`config.mk`:
```
export PLATFORM = sky130hd
export DESIGN_NAME = tw_serial_master
export DESIGN_NICKNAME = d
export VERILOG_FILES = /design/src/rtl/tw_pkg.sv /design/src/rtl/tw_half_timer.sv /design/src/rtl/tw_shift8.sv /design/src/rtl/tw_serial_master.sv
export SDC_FILE = /design/constraint.sdc
export NUM_CORES = 1
export LEC_CHECK = 0
export BUFFER_PORTS_ARGS = -buffer_cell sky130_fd_sc_hd__buf_2
export CORE_ASPECT_RATIO = 1.75
export CORE_MARGIN = 2
export CORE_UTILIZATION = 35
export CTS_BUF_LIST = sky130_fd_sc_hd__clkbuf_16
export DETAILED_ROUTE_END_ITERATION = 10
export PLACE_DENSITY = 0.63
export SYNTH_ARGS = -nofsm -noshare
export SYNTH_HDL_FRONTEND = slang
export SYNTH_HIERARCHICAL = 1
export SYNTH_SLANG_ARGS = --single-unit
```
`constraint.sdc`:
```
create_clock -name clk -period 4.87 [get_ports clk]
set_input_delay 0.974 -clock clk [delete_from_list [all_inputs] [get_ports clk]]
set_output_delay 0.974 -clock clk [all_outputs]
set_load 0.005 [all_outputs]
```
`src/rtl/tw_pkg.sv`:
```
package tw_pkg;
    localparam int BYTE_W = 8;
    localparam int ADDR_W = 6;
    localparam int BIT_CNT_W = $clog2(BYTE_W);

    typedef enum logic [2:0] {
        ST_IDLE,
        ST_CMD_LO,
        ST_CMD_HI,
        ST_DAT_LO,
        ST_DAT_HI,
        ST_HOLD,
        ST_DONE
    } tw_state_e;

    // command byte: marker bit on top, address in the middle, direction in bit 0
    function automatic logic [BYTE_W-1:0] make_cmd(input logic [ADDR_W-1:0] a, input logic rd);
        return {1'b1, a, rd};
    endfunction
endpackage

```
`src/rtl/tw_half_timer.sv`:
```
module tw_half_timer #(
    parameter int DIV_W = 8
) (
    input  logic             clk,
    input  logic             rst_n,
    input  logic             arm,
    input  logic             reload,
    input  logic [DIV_W-1:0] div_i,
    output logic             tick
);
    logic [DIV_W-1:0] per_q;
    logic [DIV_W-1:0] cnt_q;

    always_ff @(posedge clk or negedge rst_n) begin
        if (!rst_n) begin
            per_q <= '0;
            cnt_q <= '0;
        end else if (arm) begin
            per_q <= div_i;
            cnt_q <= div_i;
        end else if (reload) begin
            cnt_q <= per_q;
        end else if (cnt_q != '0) begin
            cnt_q <= cnt_q - DIV_W'(1);
        end
    end

    assign tick = (cnt_q == '0);
endmodule

```
`src/rtl/tw_shift8.sv`:
```
module tw_shift8 #(
    parameter int W = tw_pkg::BYTE_W
) (
    input  logic         clk,
    input  logic         rst_n,
    input  logic         load,
    input  logic [W-1:0] load_val,
    input  logic         shift_out,
    input  logic         shift_in,
    input  logic         sin,
    output logic [W-1:0] q
);
    always_ff @(posedge clk or negedge rst_n) begin
        if (!rst_n)
            q <= '0;
        else if (load)
            q <= load_val;
        else if (shift_in)
            q <= {sin, q[W-1:1]};
        else if (shift_out)
            q <= {1'b0, q[W-1:1]};
    end
endmodule

```
`src/rtl/tw_serial_master.sv`:
```
module tw_serial_master
    import tw_pkg::*;
#(
    parameter int DIV_W = 8,
    parameter int LEN_W = 4
) (
    input  logic              clk,
    input  logic              rst_n,
    input  logic              start_i,
    input  logic              rd_i,
    input  logic [ADDR_W-1:0] addr_i,
    input  logic [LEN_W-1:0]  len_i,
    input  logic [DIV_W-1:0]  div_i,
    input  logic [BYTE_W-1:0] wdata_i,
    output logic              wtake_o,
    output logic [BYTE_W-1:0] rdata_o,
    output logic              rvalid_o,
    output logic              busy_o,
    output logic              done_o,
    output logic              ce_o,
    output logic              sclk_o,
    output logic              sio_o,
    output logic              sio_oe_o,
    input  logic              sio_i
);
    localparam logic [BIT_CNT_W-1:0] LAST_BIT = BIT_CNT_W'(BYTE_W - 1);

    tw_state_e            state_q, state_d;
    logic [BIT_CNT_W-1:0] bit_q;
    logic [LEN_W-1:0]     left_q;
    logic                 rd_q;
    logic [BYTE_W-1:0]    rdata_q;
    logic                 rvalid_q;

    logic                 tick;
    logic                 accept;
    logic                 last_bit;
    logic                 hi_phase;
    logic                 byte_end;
    logic                 sh_load, sh_out, sh_in;
    logic [BYTE_W-1:0]    sh_val, sh_q;

    assign accept   = (state_q == ST_IDLE) && start_i;
    assign last_bit = (bit_q == LAST_BIT);
    assign hi_phase = (state_q == ST_CMD_HI) || (state_q == ST_DAT_HI);
    assign byte_end = tick && last_bit && hi_phase;

    tw_half_timer #(.DIV_W(DIV_W)) timer_i (
        .clk    (clk),
        .rst_n  (rst_n),
        .arm    (accept),
        .reload (tick && (state_q != ST_IDLE)),
        .div_i  (div_i),
        .tick   (tick)
    );

    // write byte is pulled when the next phase is a data low phase of a write
    assign wtake_o  = byte_end && !rd_q && (state_d == ST_DAT_LO);
    assign sh_load  = accept || wtake_o;
    assign sh_val   = accept ? make_cmd(addr_i, rd_i) : wdata_i;
    assign sh_out   = tick && !last_bit &&
                      ((state_q == ST_CMD_HI) || ((state_q == ST_DAT_HI) && !rd_q));
    assign sh_in    = tick && (state_q == ST_DAT_LO) && rd_q;

    tw_shift8 #(.W(BYTE_W)) shift_i (
        .clk       (clk),
        .rst_n     (rst_n),
        .load      (sh_load),
        .load_val  (sh_val),
        .shift_out (sh_out),
        .shift_in  (sh_in),
        .sin       (sio_i),
        .q         (sh_q)
    );

    // next-state decision
    always_comb begin
        state_d = state_q;
        unique case (state_q)
            ST_IDLE:   if (start_i) state_d = ST_CMD_LO;
            ST_CMD_LO: if (tick) state_d = ST_CMD_HI;
            ST_CMD_HI: if (tick) begin
                if (!last_bit)            state_d = ST_CMD_LO;
                else if (left_q == '0)    state_d = ST_HOLD;
                else                      state_d = ST_DAT_LO;
            end
            ST_DAT_LO: if (tick) state_d = ST_DAT_HI;
            ST_DAT_HI: if (tick) begin
                if (last_bit && (left_q == LEN_W'(1))) state_d = ST_HOLD;
                else                                   state_d = ST_DAT_LO;
            end
            ST_HOLD:   if (tick) state_d = ST_DONE;
            ST_DONE:   state_d = ST_IDLE;
            default:   state_d = ST_IDLE;
        endcase
    end

    // state register and transaction bookkeeping
    always_ff @(posedge clk or negedge rst_n) begin
        if (!rst_n) begin
            state_q  <= ST_IDLE;
            bit_q    <= '0;
            left_q   <= '0;
            rd_q     <= 1'b0;
            rdata_q  <= '0;
            rvalid_q <= 1'b0;
        end else begin
            state_q  <= state_d;
            rvalid_q <= byte_end && rd_q && (state_q == ST_DAT_HI);
            if (byte_end && rd_q && (state_q == ST_DAT_HI))
                rdata_q <= sh_q;
            if (accept) begin
                bit_q  <= '0;
                left_q <= len_i;
                rd_q   <= rd_i;
            end else if (tick && hi_phase) begin
                bit_q <= bit_q + BIT_CNT_W'(1);
                if (last_bit && (state_q == ST_DAT_HI))
                    left_q <= left_q - LEN_W'(1);
            end
        end
    end

    // outputs decoded from state
    always_comb begin
        ce_o     = 1'b0;
        sclk_o   = 1'b0;
        sio_oe_o = 1'b0;
        busy_o   = (state_q != ST_IDLE);
        done_o   = 1'b0;
        unique case (state_q)
            ST_IDLE:   ;
            ST_CMD_LO: begin ce_o = 1'b1; sio_oe_o = 1'b1; end
            ST_CMD_HI: begin ce_o = 1'b1; sio_oe_o = 1'b1; sclk_o = 1'b1; end
            ST_DAT_LO: begin ce_o = 1'b1; sio_oe_o = !rd_q; end
            ST_DAT_HI: begin ce_o = 1'b1; sio_oe_o = !rd_q; sclk_o = 1'b1; end
            ST_HOLD:   ce_o = 1'b1;
            ST_DONE:   done_o = 1'b1;
            default:   ;
        endcase
        sio_o = sio_oe_o & sh_q[0];
    end

    assign rdata_o  = rdata_q;
    assign rvalid_o = rvalid_q;
endmodule

```
* After elaboration in Yosys (flattened, before gate mapping)
Cells that the tools add are included.
** Word-level totals
- Flip-flop bits (word level) :: 44
- Latch bits :: 0
- Bits in writable memories :: 0
- ROM bits :: 0
- Input port bits :: 31
- Output and inout bits :: 16
- Logic and storage cells :: 83
- Memories :: 0
** Operators by class
- $add $sub $neg :: 3
- Multipliers :: 0
- Div/mod/pow operators :: 0
- $lt $le $gt $ge :: 0
- Eq/ne operators :: 9
- Shift operators :: 0
- Muxes and demuxes :: 26
- Bitwise operators :: 1
- Reductions and logical operators :: 35
** Operators with widths (number)
- two-way mux 8 bit :: 7
- two-way mux 3 bit :: 11
- one-hot mux 3 bit (6 select lines) :: 1
- logical AND 1 bit :: 16
- == test 3 bit (second input constant) :: 4
- two-way mux 4 bit :: 3
- == test 3 x 2 -> 1 bit (second input constant) :: 3
- nonzero test 3 bit :: 3
- logical NOT 8 bit :: 1
- nonzero test 8 bit :: 1
- subtractor 8 x 1 -> 8 bit (second input constant) :: 1
- OR reduction 2 bit :: 3
- OR reduction 5 bit :: 1
- == test 4 x 1 -> 1 bit (second input constant) :: 1
- logical NOT 4 bit :: 1
- nonzero test 2 bit :: 2
- subtractor 4 x 1 -> 4 bit (second input constant) :: 1
- adder 3 x 1 -> 3 bit (second input constant) :: 1
- == test 3 x 1 -> 1 bit (second input constant) :: 1
- logical NOT 3 bit :: 1
- logical OR 1 bit :: 3
- two-way mux 1 bit :: 3
- logical NOT 1 bit :: 2
- one-hot mux 1 bit (2 select lines) :: 1
- other kinds (2) :: 2

* Logic depth before layout (Yosys ltp)
Gate-level depths: netlist of run 1.
- Depth in word-level cells :: 9
- Gate-level depth with buffers :: 13
- Mapped depth without buffers :: 10

* Modules after synthesis
The synthesis of run 1 kept the hierarchy.
** By module, submodules not included
- tw_serial_master :: times used 1, cells an instance 143, area an instance 1285.0 um2, sequential area each 500.5 um2
- tw_half_timer :: times used 1, cells an instance 90, area an instance 868.3 um2, sequential area each 400.4 um2
- tw_shift8 :: times used 1, cells an instance 39, area an instance 445.4 um2, sequential area each 200.2 um2

* Least setup slack after synthesis of run 1
No wires, ideal clock.
- Path kind :: reg-to-output
- Start :: register timer_i.cnt_q[0]
- End :: output port wtake_o
- Data arrival time :: 2.094 ns
- Required time :: 3.896 ns
- Slack :: 1.802 ns
- Stages on the path, launching flop included :: 10
- Path buffers :: 1
- Cells stage by stage :: dfrtp_1 -> inv_1 -> ha_1 -> or3b_2 -> nor2_1 -> buf_2 -> nor2b_1 -> a21boi_2 -> nand3b_1 -> nor2_1
** Between the ends
- Word-level cells in the longest chain between the ends :: 5
- Elaborated cells between the ends (all ways) :: 12
- Those cells by class :: 1 x eq/ne; 6 x mux; 5 x reduce/logical
** RTL lines
- start, declared :: line tw_half_timer.sv:12 : logic [DIV_W-1:0] cnt_q;
- start signal, assigned :: line tw_half_timer.sv:20 : cnt_q <= div_i;
- start signal, assigned :: line tw_half_timer.sv:22 : cnt_q <= per_q;
- start signal, assigned :: line tw_half_timer.sv:24 : cnt_q <= cnt_q - DIV_W'(1);
- logical NOT 8 bit * :: line tw_half_timer.sv:28 : assign tick = (cnt_q == '0);
- via tick :: line tw_serial_master.sv:35 : logic tick;
- two-way mux 3 bit, or another cell as far along :: line tw_serial_master.sv:92 : ST_HOLD: if (tick) state_d = ST_DONE;
- one-hot mux 3 bit (6 select lines) / logical AND 1 bit (equally long branches) :: line tw_serial_master.sv:79, tw_serial_master.sv:46
- == test 3 x 2 -> 1 bit / logical AND 1 bit (equally long branches) :: line tw_serial_master.sv:58 : assign wtake_o = byte_end && !rd_q && (state_d == ST_DAT_LO);
- logical AND 1 bit * :: line tw_serial_master.sv:58
- end, declared :: line tw_serial_master.sv:15 : output logic wtake_o,
Mark *: on every way through the listed nets, which the timed path passes. The rest lies on a longest branch.

* Final worst setup path of run 1
Same ends and word-level chain as after synthesis.

==> summary.md, run 1 <==
| Metric | Value |
|---|---|
| Status | `complete, no violations` |
| GP Congestion | `0.8494` |
| Largest net degree at the start of global routing | `46` |
| Static leakage | `about 1.4 nW` |
| Die height | `about 120 um` |
| Setup violation total in the final timing report | `0` |
| Post-synthesis cell type count | `50` |
| Critical Path End Type | `primary output` |
| RSZ-0062 raised after global routing | `false` |
| Type of the most critical hold path | `flip-flop to flip-flop` |
| H-tree levels | `2` |
| Final Hold Viols | `0` |
| Final Cycle Share | `0.7451` |
| Resized cells post-CTS | `0` |
| Synth top area cells | `dfrtp_1 (42%), nand2_1 (5.6%), mux2_4 (5.2%)` |
| Most frequent cells in the layout | `buf_2 (46), dfrtp_1 (44), nand2_1 (39)` |
| Type of the worst setup path | `flip-flop to primary output` |
| Post-synth EDFFs | `0` |
| Slew @ Worst Pin | `slightly above 1 ns` |
| Pwr dens | `between 500 and 600 nW/um2` |
| Reg2Reg Depth | `12` |
| Layout filler cell count | `approximately 730` |
| FMAX | `about 280 MHz` |
| Initial Utilization | `0.3618` |
| Final TNS setup | `0 ns` |
| Min setup slack post-route | `~1.2 ns` |
| CP Launch Type | `flip-flop` |
| Sink Count | `44` |
| Gate Count Post-Synth | `approximately 270` |
| Slew Limit Headroom | `0.3250` |
| Syn Nets | `between 300 and 400` |
| Synthesized cell area | `2599 um2` |
| Post-CTS setup repair buffer count | `0` |
| Top cell type by total area after synthesis | `dfrtp_1` |
| Antenna Cells | `0` |
| Grt ovf | `0` |
| CTS buffer count | `5` |
| Data required, critical path | `~4 ns` |
| Worst EP arrival | `2.65 ns` |
| DR vias/cell | `approximately 5.2` |
| Layout cells sized above 1 | `0.2476` |
| Port bufs | `46` |
| Synth warn | `6` |
| Number of synthesized register bits | `44` |
| Vias post-DR | `about 2.1k` |
| Final Total Pwr | `1.533 mW` |
| DP HPWL | `approximately 4200 um` |
| DRC | `0` |
| Mean Syn Cell Area | `~9.6 um2` |
| Vias in the first global route | `roughly 2.2k` |
| Wire per inst | `between 15 and 20 um` |
| Max VDD drop | `approximately 180 uV` |
| Seq/Total Area, Yosys | `0.4237` |
| Die X | `69.14 um` |
| Max-Cap Viols | `0` |
| Final wirelength | `between 5000 and 6000 um` |
| Hold-fix buffers, CTS | `0` |
| Worst skew pair latency | `0.28 ns` |
| Row Count | `slightly above 40` |
| Area delta synth->final | `15.41%` |
| Die Area | `8157 um2` |
| Most used flip-flop cell after synthesis | `dfrtp_1` |
| Drt pass-1 iters | `4` |
| Clk root buf | `clkbuf_16` |
| First-pass GRT wire length | `between 10000 and 15000 um` |
| Num ports | `47` |
| Post-layout net count | `350` |
| Commonest non-fill, non-tap cell in the layout | `buf_2` |
| Tmin final | `roughly 3.6 ns` |
| Pins over their slew limit | `0` |
| Hold Path Depth | `1` |
| Internal reg-to-reg setup slack | `1.81 ns` |
| Top cell type's share of synthesized area | `0.4237` |
| Clock Skew | `0.007470 ns` |
| Core area | `a little over 7000 um2` |
| Initial DRC count | `100` |
| Detail Route Antenna Nets | `0` |
| CTS tree | `built` |
| Initial antenna violation count | `0` |
| Clock Pin Slew Worst Setup and Hold Paths | `0.06 ns` |
| Setup WS pre-CTS | `between 1.5 and 2 ns` |
| Peak fanout along the critical path | `11` |
| Clock Path Buffers | `2` |
| Ys async rst share | `1.000` |
| All-layer global routing usage | `0.1546` |
## flip-flops by register name, indices dropped and copies added (netlist names), 3 cells and up
signal	count
shift_i/q	8
state_q	3
timer_i/per_q	8
left_q	4
rdata_o	8
bit_q	3
timer_i/cnt_q	8
## metal layers
| metal | vias to the layer above | GRT usage | part of all wire |
|---|---|---|---|
| li1 | 1024 | - | - |
| met4 | 0 | 0.06373 | 0.022 |
| met3 | 9 | 0.02997 | 0.046 |
| met5 | - | 0 | 0 |
| met1 | 995 | 0.1833 | 0.41 |
| met2 | 56 | 0.2692 | 0.52 |
## final cells by class
cell class                      instances  area (um2)  area share
Sequential cell                        44        1101      0.3671
Multi-Input combinational cell        195        1340      0.4468
Timing Repair Buffer                   49       252.7     0.08427
Tap cell                               86       107.6     0.03588
Clock inverter                          2       12.51    0.004172
Inverter                               16       60.06     0.02003
Clock buffer                            5       125.1     0.04172
## logic make-up after synthesis
group                    after synthesis  synth area share
AND/OR/NAND/NOR                      109            0.2345
multiplexers                          16           0.08040
buffers and inverters                 33           0.06066
XOR/XNOR                              10           0.03370
flip-flops                            44            0.4237
AO/OA/AOI/OAI                         52            0.1286
adder cells (fa/ha/maj)                8           0.03852
## per-stage QoR
stage | hold slack (ns) | area [um2] | util | cells
3_5_place_dp | 0.4958 | 2861 | 0.3984 | 390
6_report | 0.5114 | 2999 | 0.4176 | 397
4_1_cts | 0.5141 | 2999 | 0.4176 | 397
2_1_floorplan | 0.4728 | 2599 | - | 272
5_1_grt | 0.5222 | 2999 | 0.4176 | 397
3_3_place_gp | 0.4887 | 2861 | 0.3984 | 390
## worst max-delay path, cell delays in order (launching register included)
cell and delay [ns]:
dfrtp_1 0.41, inv_1 0.10, ha_1 0.14, or3b_2 0.49, nor2_1 0.11, buf_4 0.18, nor2b_1 0.24, a21boi_2 0.32
nand3b_1 0.14, nor2_1 0.12, buf_2 0.12
## worst paths after layout
path	start	endpoint
worst max-delay path	timer_i/cnt_q[0]	wtake_o
worst min-delay path	timer_i/per_q[4]	timer_i/cnt_q[4]
worst max register to register	timer_i/cnt_q[0]	shift_i/q[0]
worst min register to register	timer_i/per_q[4]	timer_i/cnt_q[4]
max in group asynchronous	rst_n	bit_q[1]
min in group asynchronous	rst_n	timer_i/per_q[3]
## Yosys cell counts (3+ instances only)
library cell,n
nand2b_1,3
nand2_1,39
nor3b_1,5
a31oi_1,3
mux2_4,9
nor3_1,6
nor4b_1,7
dfrtp_1,44
nor2_1,15
inv_1,15
nand3b_1,3
mux2_2,3
nor2b_1,11
clkbuf_1,5
mux2i_1,4
buf_2,6
ha_1,8
a21oi_1,13
a221o_1,8
o21ai_0,17
nand4_1,3
xor2_1,3
xnor2_1,7
buf_6,3
## power by group
part           internal, mW  total (mW)  switching [mW]  leakage [nW]
sequential            0.508       0.645           0.137         0.549
combinational         0.285       0.565           0.280         0.825
clock                 0.186       0.323           0.137        0.0657
Power figures use the tool's default switching activity.
==> run 2: changes to the inputs <==
==> constraint.sdc (replaced) <==
create_clock -name clk -period 3.4 [get_ports clk]
set_input_delay 0.68 -clock clk [delete_from_list [all_inputs] [get_ports clk]]
set_output_delay 0.68 -clock clk [all_outputs]
set_load 0.005 [all_outputs]
==> summary.md, run 2 (synthesized netlist as in run 1, its figures left out) <==
| Metric | Value |
|---|---|
| First-pass GRT wire length | `roughly 10000 um` |
| Hold Path Depth | `1` |
| Type of the most critical hold path | `flip-flop to flip-flop` |
| Row Count | `between 40 and 50` |
| Initial DRC count | `74` |
| Static leakage | `1.449 nW` |
| Combinational power share | `0.369` |
| Tmin final | `around 3.2 ns` |
| Pins over their slew limit | `0` |
| Clk network pwr share | `0.211` |
| Sequential Area | `around 1100 um2` |
| R2R Path End | `shift_i/q[2]` |
| Drt pass-1 iters | `4` |
| Placed Area | `approximately 2900 um2` |
| Final TNS setup | `0 ns` |
| Internal reg-to-reg setup slack | `0.51 ns` |
| Sw Pwr | `792.3 uW` |
| Final core utilization | `0.4214` |
| H-tree levels | `2` |
| Worst Setup SP | `timer_i/cnt_q[0]` |
| Final Cycle Share | `0.9414` |
| Clock Skew | `0.004339 ns` |
| Reg2Reg Depth | `11` |
| Sw Share | `0.3599` |
| Max-Cap Viols | `0` |
| DP HPWL | `roughly 4300 um` |
| DR vias/cell | `approximately 5.2` |
| Hold Crit Start | `timer_i/per_q[4]` |
| Worst skew pair latency | `between 0.2 and 0.3 ns` |
| Core area | `around 7200 um2` |
| Status | `complete, no violations` |
| Critical Path End Type | `primary output` |
| Final wirelength | `5978 um` |
| Most frequent cells in the layout | `buf_2 (46), dfrtp_1 (44), nand2_1 (39)` |
| Worst EP arrival | `2.52 ns` |
| Worst r2r src | `timer_i/cnt_q[0]` |
| Sink Count | `44` |
| Type of the worst setup path | `flip-flop to primary output` |
| Commonest non-fill, non-tap cell in the layout | `buf_2` |
| Hold-fix buffers, CTS | `0` |
| Area occupied by multi-input gates | `approximately 1400 um2` |
| CTS buffer count | `5` |
| Final Total Pwr | `between 2 and 2.5 mW` |
| Hold slack final | `0.5089 ns` |
| Seq pwr share | `0.420` |
| Clock Path Buffers | `2` |
| Largest net degree at the start of global routing | `45` |
| Setup WS pre-CTS | `0.4626 ns` |
| Detail Route Antenna Nets | `0` |
| Initial Utilization | `0.3618` |
| Layout cells sized above 1 | `0.2556` |
| Slew Limit Headroom | `0.3295` |
| Min setup slack post-route | `about 0.2 ns` |
| CTS tree | `built` |
| GP Congestion | `approximately 0.87` |
| Area delta synth->final | `16.47%` |
| Slew @ Worst Pin | `between 1 and 1.5 ns` |
| Antenna Cells | `0` |
| Peak fanout along the critical path | `4` |
| Max VDD drop | `~340 uV` |
| Initial antenna violation count | `0` |
| Setup violation total in the final timing report | `0` |
| All-layer global routing usage | `0.1552` |
| Grt ovf | `0` |
| DRC | `0` |
| Die X | `about 69 um` |
| Clk root buf | `clkbuf_16` |
| Post-route cell area | `around 3000 um2` |
| Final Hold Viols | `0` |
| Non-filler instance count after layout | `approximately 400` |
| Num ports | `47` |
| Die Area | `between 8000 and 9000 um2` |
| Vias in the first global route | `about 2.1k` |
| Pwr dens | `727.4 nW/um2` |
| Die height | `~120 um` |
| Post-layout net count | `between 300 and 400` |
| Data required, critical path | `2.72 ns` |
| Hold EP | `timer_i/cnt_q[4]` |
| CP Launch Type | `flip-flop` |
| Clock Pin Slew Worst Setup and Hold Paths | `around 0.06 ns` |
| Vias post-DR | `2086` |
| P_int | `roughly 1.4 mW` |
| FMAX | `approximately 310 MHz` |
| Post-CTS setup repair buffer count | `0` |
| Layout filler cell count | `around 750` |
| Port bufs | `46` |
| Resized cells post-CTS | `0` |
| Post-Place Cells | `~390` |
| Wire per inst | `14.98 um` |
## run 2: power by group through the flow
| stage | registers (mW) | logic, mW | clock network, mW |
|---|---|---|---|
| floorplan | 0.853 | 0.660 | 0 |
| global placement | 0.929 | 0.790 | 0 |
| detailed placement | 0.933 | 0.811 | 0 |
| CTS | 0.925 | 0.818 | 0.480 |
| global route | 0.963 | 0.924 | 0.502 |
| finish | 0.925 | 0.812 | 0.465 |
## run 2: worst max path at each step
stage                         endpoint  slack (ns)  depth (start not counted)
final                          wtake_o        0.20                          9
after global routing           wtake_o       -0.04                          9
after CTS                      wtake_o        0.14                          9
after detailed placement       wtake_o        0.46                          9
after global placement         wtake_o        0.55                          9
after floorplan           shift_i/q[2]        0.43                         12
## run 2: per-layer routing
metal	global-route usage	vias to the layer above	wire length, um
met5	0	-	0
met4	0.05882	0	120
met3	0.02825	8	233
met2	0.2686	52	3093
met1	0.1886	1004	2531
li1	-	1022	-
## run 2: critical path, cell delays in order (launching register included)
cell and delay (ns):
dfrtp_1 0.40, inv_1 0.09, ha_1 0.14, or3b_2 0.49
nor2_1 0.14, nor2b_1 0.30, a21boi_4 0.30, nand3b_1 0.12
nor2_1 0.13, buf_2 0.13
## run 2: final cells by class
class | count | share of cell area
multi-input cells | 195 | 0.4469
flip-flops and latches | 44 | 0.3638
repair buffers | 51 | 0.08847
clock buffers | 5 | 0.04134
well taps | 86 | 0.03555
inverters | 16 | 0.01984
clock inverters | 2 | 0.004134
==> run 3: changes to the inputs <==
--- a/config.mk
+++ b/config.mk
@@ -8,10 +8,10 @@
 export BUFFER_PORTS_ARGS = -buffer_cell sky130_fd_sc_hd__buf_2
 export CORE_ASPECT_RATIO = 1.75
 export CORE_MARGIN = 2
-export CORE_UTILIZATION = 35
+export CORE_UTILIZATION = 56
 export CTS_BUF_LIST = sky130_fd_sc_hd__clkbuf_16
 export DETAILED_ROUTE_END_ITERATION = 10
-export PLACE_DENSITY = 0.63
+export PLACE_DENSITY = 0.89
 export SYNTH_ARGS = -nofsm -noshare
 export SYNTH_HDL_FRONTEND = slang
 export SYNTH_HIERARCHICAL = 1
==> summary.md, run 3 (synthesized netlist as in run 1, its figures left out) <==
| Metric | Value |
|---|---|
| Type of the worst setup path | `flip-flop to primary output` |
| Layout cells sized above 1 | `0.2492` |
| Core area | `about 4400 um2` |
| Die height | `94.12 um` |
| H-tree levels | `2` |
| Static leakage | `1.463 nW` |
| All-layer global routing usage | `0.2244` |
| Wire per inst | `~15 um` |
| Area occupied by multi-input gates | `approximately 1300 um2` |
| CTS buffer count | `5` |
| Status | `complete, no violations` |
| Final core utilization | `0.6743` |
| Crit path largest cell delay | `~0.48 ns` |
| Setup violation total in the final timing report | `0` |
| CP Launch Type | `flip-flop` |
| FMAX | `around 310 MHz` |
| Slew Limit Headroom | `0.3622` |
| Clock Skew | `about 0.0065 ns` |
| Worst EP arrival | `approximately 2.5 ns` |
| Post-layout net count | `around 350` |
| Most frequent cells in the layout | `buf_2 (46), dfrtp_1 (44), nand2_1 (39)` |
| Hold-fix buffers, CTS | `0` |
| Grt ovf | `0` |
| Critical Path End Type | `primary output` |
| Final TNS setup | `0 ns` |
| Worst skew pair latency | `0.28 ns` |
| Sw Pwr | `between 700 and 800 uW` |
| Clock Path Buffers | `2` |
| RSZ-0062 raised after global routing | `false` |
| Vias post-DR | `around 2.1k` |
| Die Area | `between 5000 and 6000 um2` |
| Drt pass-1 iters | `4` |
| GP Congestion | `0.8418` |
| Initial Utilization | `0.5847` |
| Max VDD drop | `529.9 uV` |
| Crit-path cells | `inv_1, ha_1, or3b_2, nor2_1, nor2b_1, nand4_1, a22oi_1, nor2_1, buf_2` |
| Num ports | `between 40 and 50` |
| Pins over their slew limit | `0` |
| Sequential Area | `approximately 1100 um2` |
| Final Cycle Share | `0.9432` |
| DRC | `0` |
| Clock Pin Slew Worst Setup and Hold Paths | `0.06 ns` |
| Tmin final | `3.207 ns` |
| Peak fanout along the critical path | `4` |
| Critical-path top delay cell | `or3b_2` |
| DP HPWL | `between 3000 and 4000 um` |
| Placed Area | `between 2000 and 3000 um2` |
| Final Total Pwr | `around 2.3 mW` |
| Hold slack final | `around 0.51 ns` |
| Max-Cap Viols | `0` |
| Largest net degree at the start of global routing | `46` |
| DR vias/cell | `roughly 6` |
| Port bufs | `46` |
| Sw Share | `0.3478` |
| Initial DRC count | `69` |
| Antenna Cells | `0` |
| Sink Count | `44` |
| Layout filler cell count | `roughly 340` |
| P_int | `around 1.5 mW` |
| CP dominant cell by count | `nor2_1` |
| Data required, critical path | `approximately 2.7 ns` |
| Post-route cell area | `2997 um2` |
| Seq pwr share | `0.410` |
| Type of the most critical hold path | `flip-flop to flip-flop` |
| Area delta synth->final | `15.31%` |
| Initial antenna violation count | `0` |
| Clk network pwr share | `0.236` |
| Vias in the first global route | `about 2.0k` |
| Clk root buf | `clkbuf_16` |
| Final wirelength | `~5600 um` |
| Detail Route Antenna Nets | `0` |
| Slew @ Worst Pin | `about 0.96 ns` |
| Die X | `around 55 um` |
| Pwr dens | `roughly 760 nW/um2` |
| CTS tree | `built` |
| Commonest non-fill, non-tap cell in the layout | `buf_2` |
| Combinational power share | `0.354` |
| Row Count | `32` |
| First-pass GRT wire length | `about 9200 um` |
| Final Hold Viols | `0` |
-- run 3: cell count changes in the layout (fill, tap and decap cells not counted), sizes merged --
| cell | previous run | this run |
|---|---|---|
| buf | 51 | 50 |
| bufinv | 0 | 1 |
| clkinvlp | 1 | 0 |
| inv | 16 | 17 |
-- run 3: worst paths after layout --
path	start	endpoint	slack, ns	cells after the start
setup / recovery	timer_i/cnt_q[0]	wtake_o	0.19	9
hold / removal	timer_i/per_q[1]	timer_i/per_q[1]	0.51	1
min in group asynchronous	rst_n	state_q[0]	0.55	1
max in group asynchronous	rst_n	left_q[2]	2.26	1
hold reg to reg	timer_i/per_q[1]	timer_i/per_q[1]	0.51	1
setup reg to reg	timer_i/cnt_q[0]	shift_i/q[6]	0.46	11
-- run 3: layer usage --
metal | track usage | part of all wire | vias up
met5 | 0 | 0 | -
met4 | 0.1016 | 0.018 | 0
met3 | 0.03857 | 0.042 | 6
met2 | 0.4038 | 0.54 | 61
met1 | 0.2556 | 0.40 | 1033
li1 | - | - | 1023
-- run 3: stage by stage --
step           setup slack, ns  std cells
2_1_floorplan           0.4287        272
3_3_place_gp            0.5631        356
3_5_place_dp            0.4828        356
4_1_cts                 0.1615        364
5_1_grt               0.006607        364
6_report                0.1930        364
-- run 3: worst max-delay path, delay by kind of cell (launching register included) --
kind / cells / cell delay [ns]
flops: 1 / 0.41
fa+ha+maj: 1 / 0.14
buf+inv: 2 / 0.22
compound gates: 1 / 0.28
simple gates: 5 / 1.21
-- run 3: area by class of cell --
cell class,count,area share
clock inverter,3,0.01294
timing repair buffer,50,0.08685
inverter,16,0.02004
multi-input combinational,195,0.4497
tap,51,0.02129
clock buffer,5,0.04175
sequential,44,0.3674
-- run 3: timing repair --
| item | 4_1_cts | 5_1_grt |
|---|---|---|
| buffers inserted | 0 | 0 |
| resized for setup | 0 | 1 |
| endpoints found under the setup margin | 0 | 1 |
-- run 3: power by group through the flow --
| stage | Clock [mW] | Sequential [mW] | Combinational, mW |
|---|---|---|---|
| final | 0.536 | 0.932 | 0.803 |
| after global routing | 0.564 | 0.960 | 0.910 |
| after CTS | 0.546 | 0.927 | 0.802 |
| after detailed placement | 0 | 0.934 | 0.794 |
| after global placement | 0 | 0.927 | 0.759 |
| after floorplan | 0 | 0.853 | 0.660 |
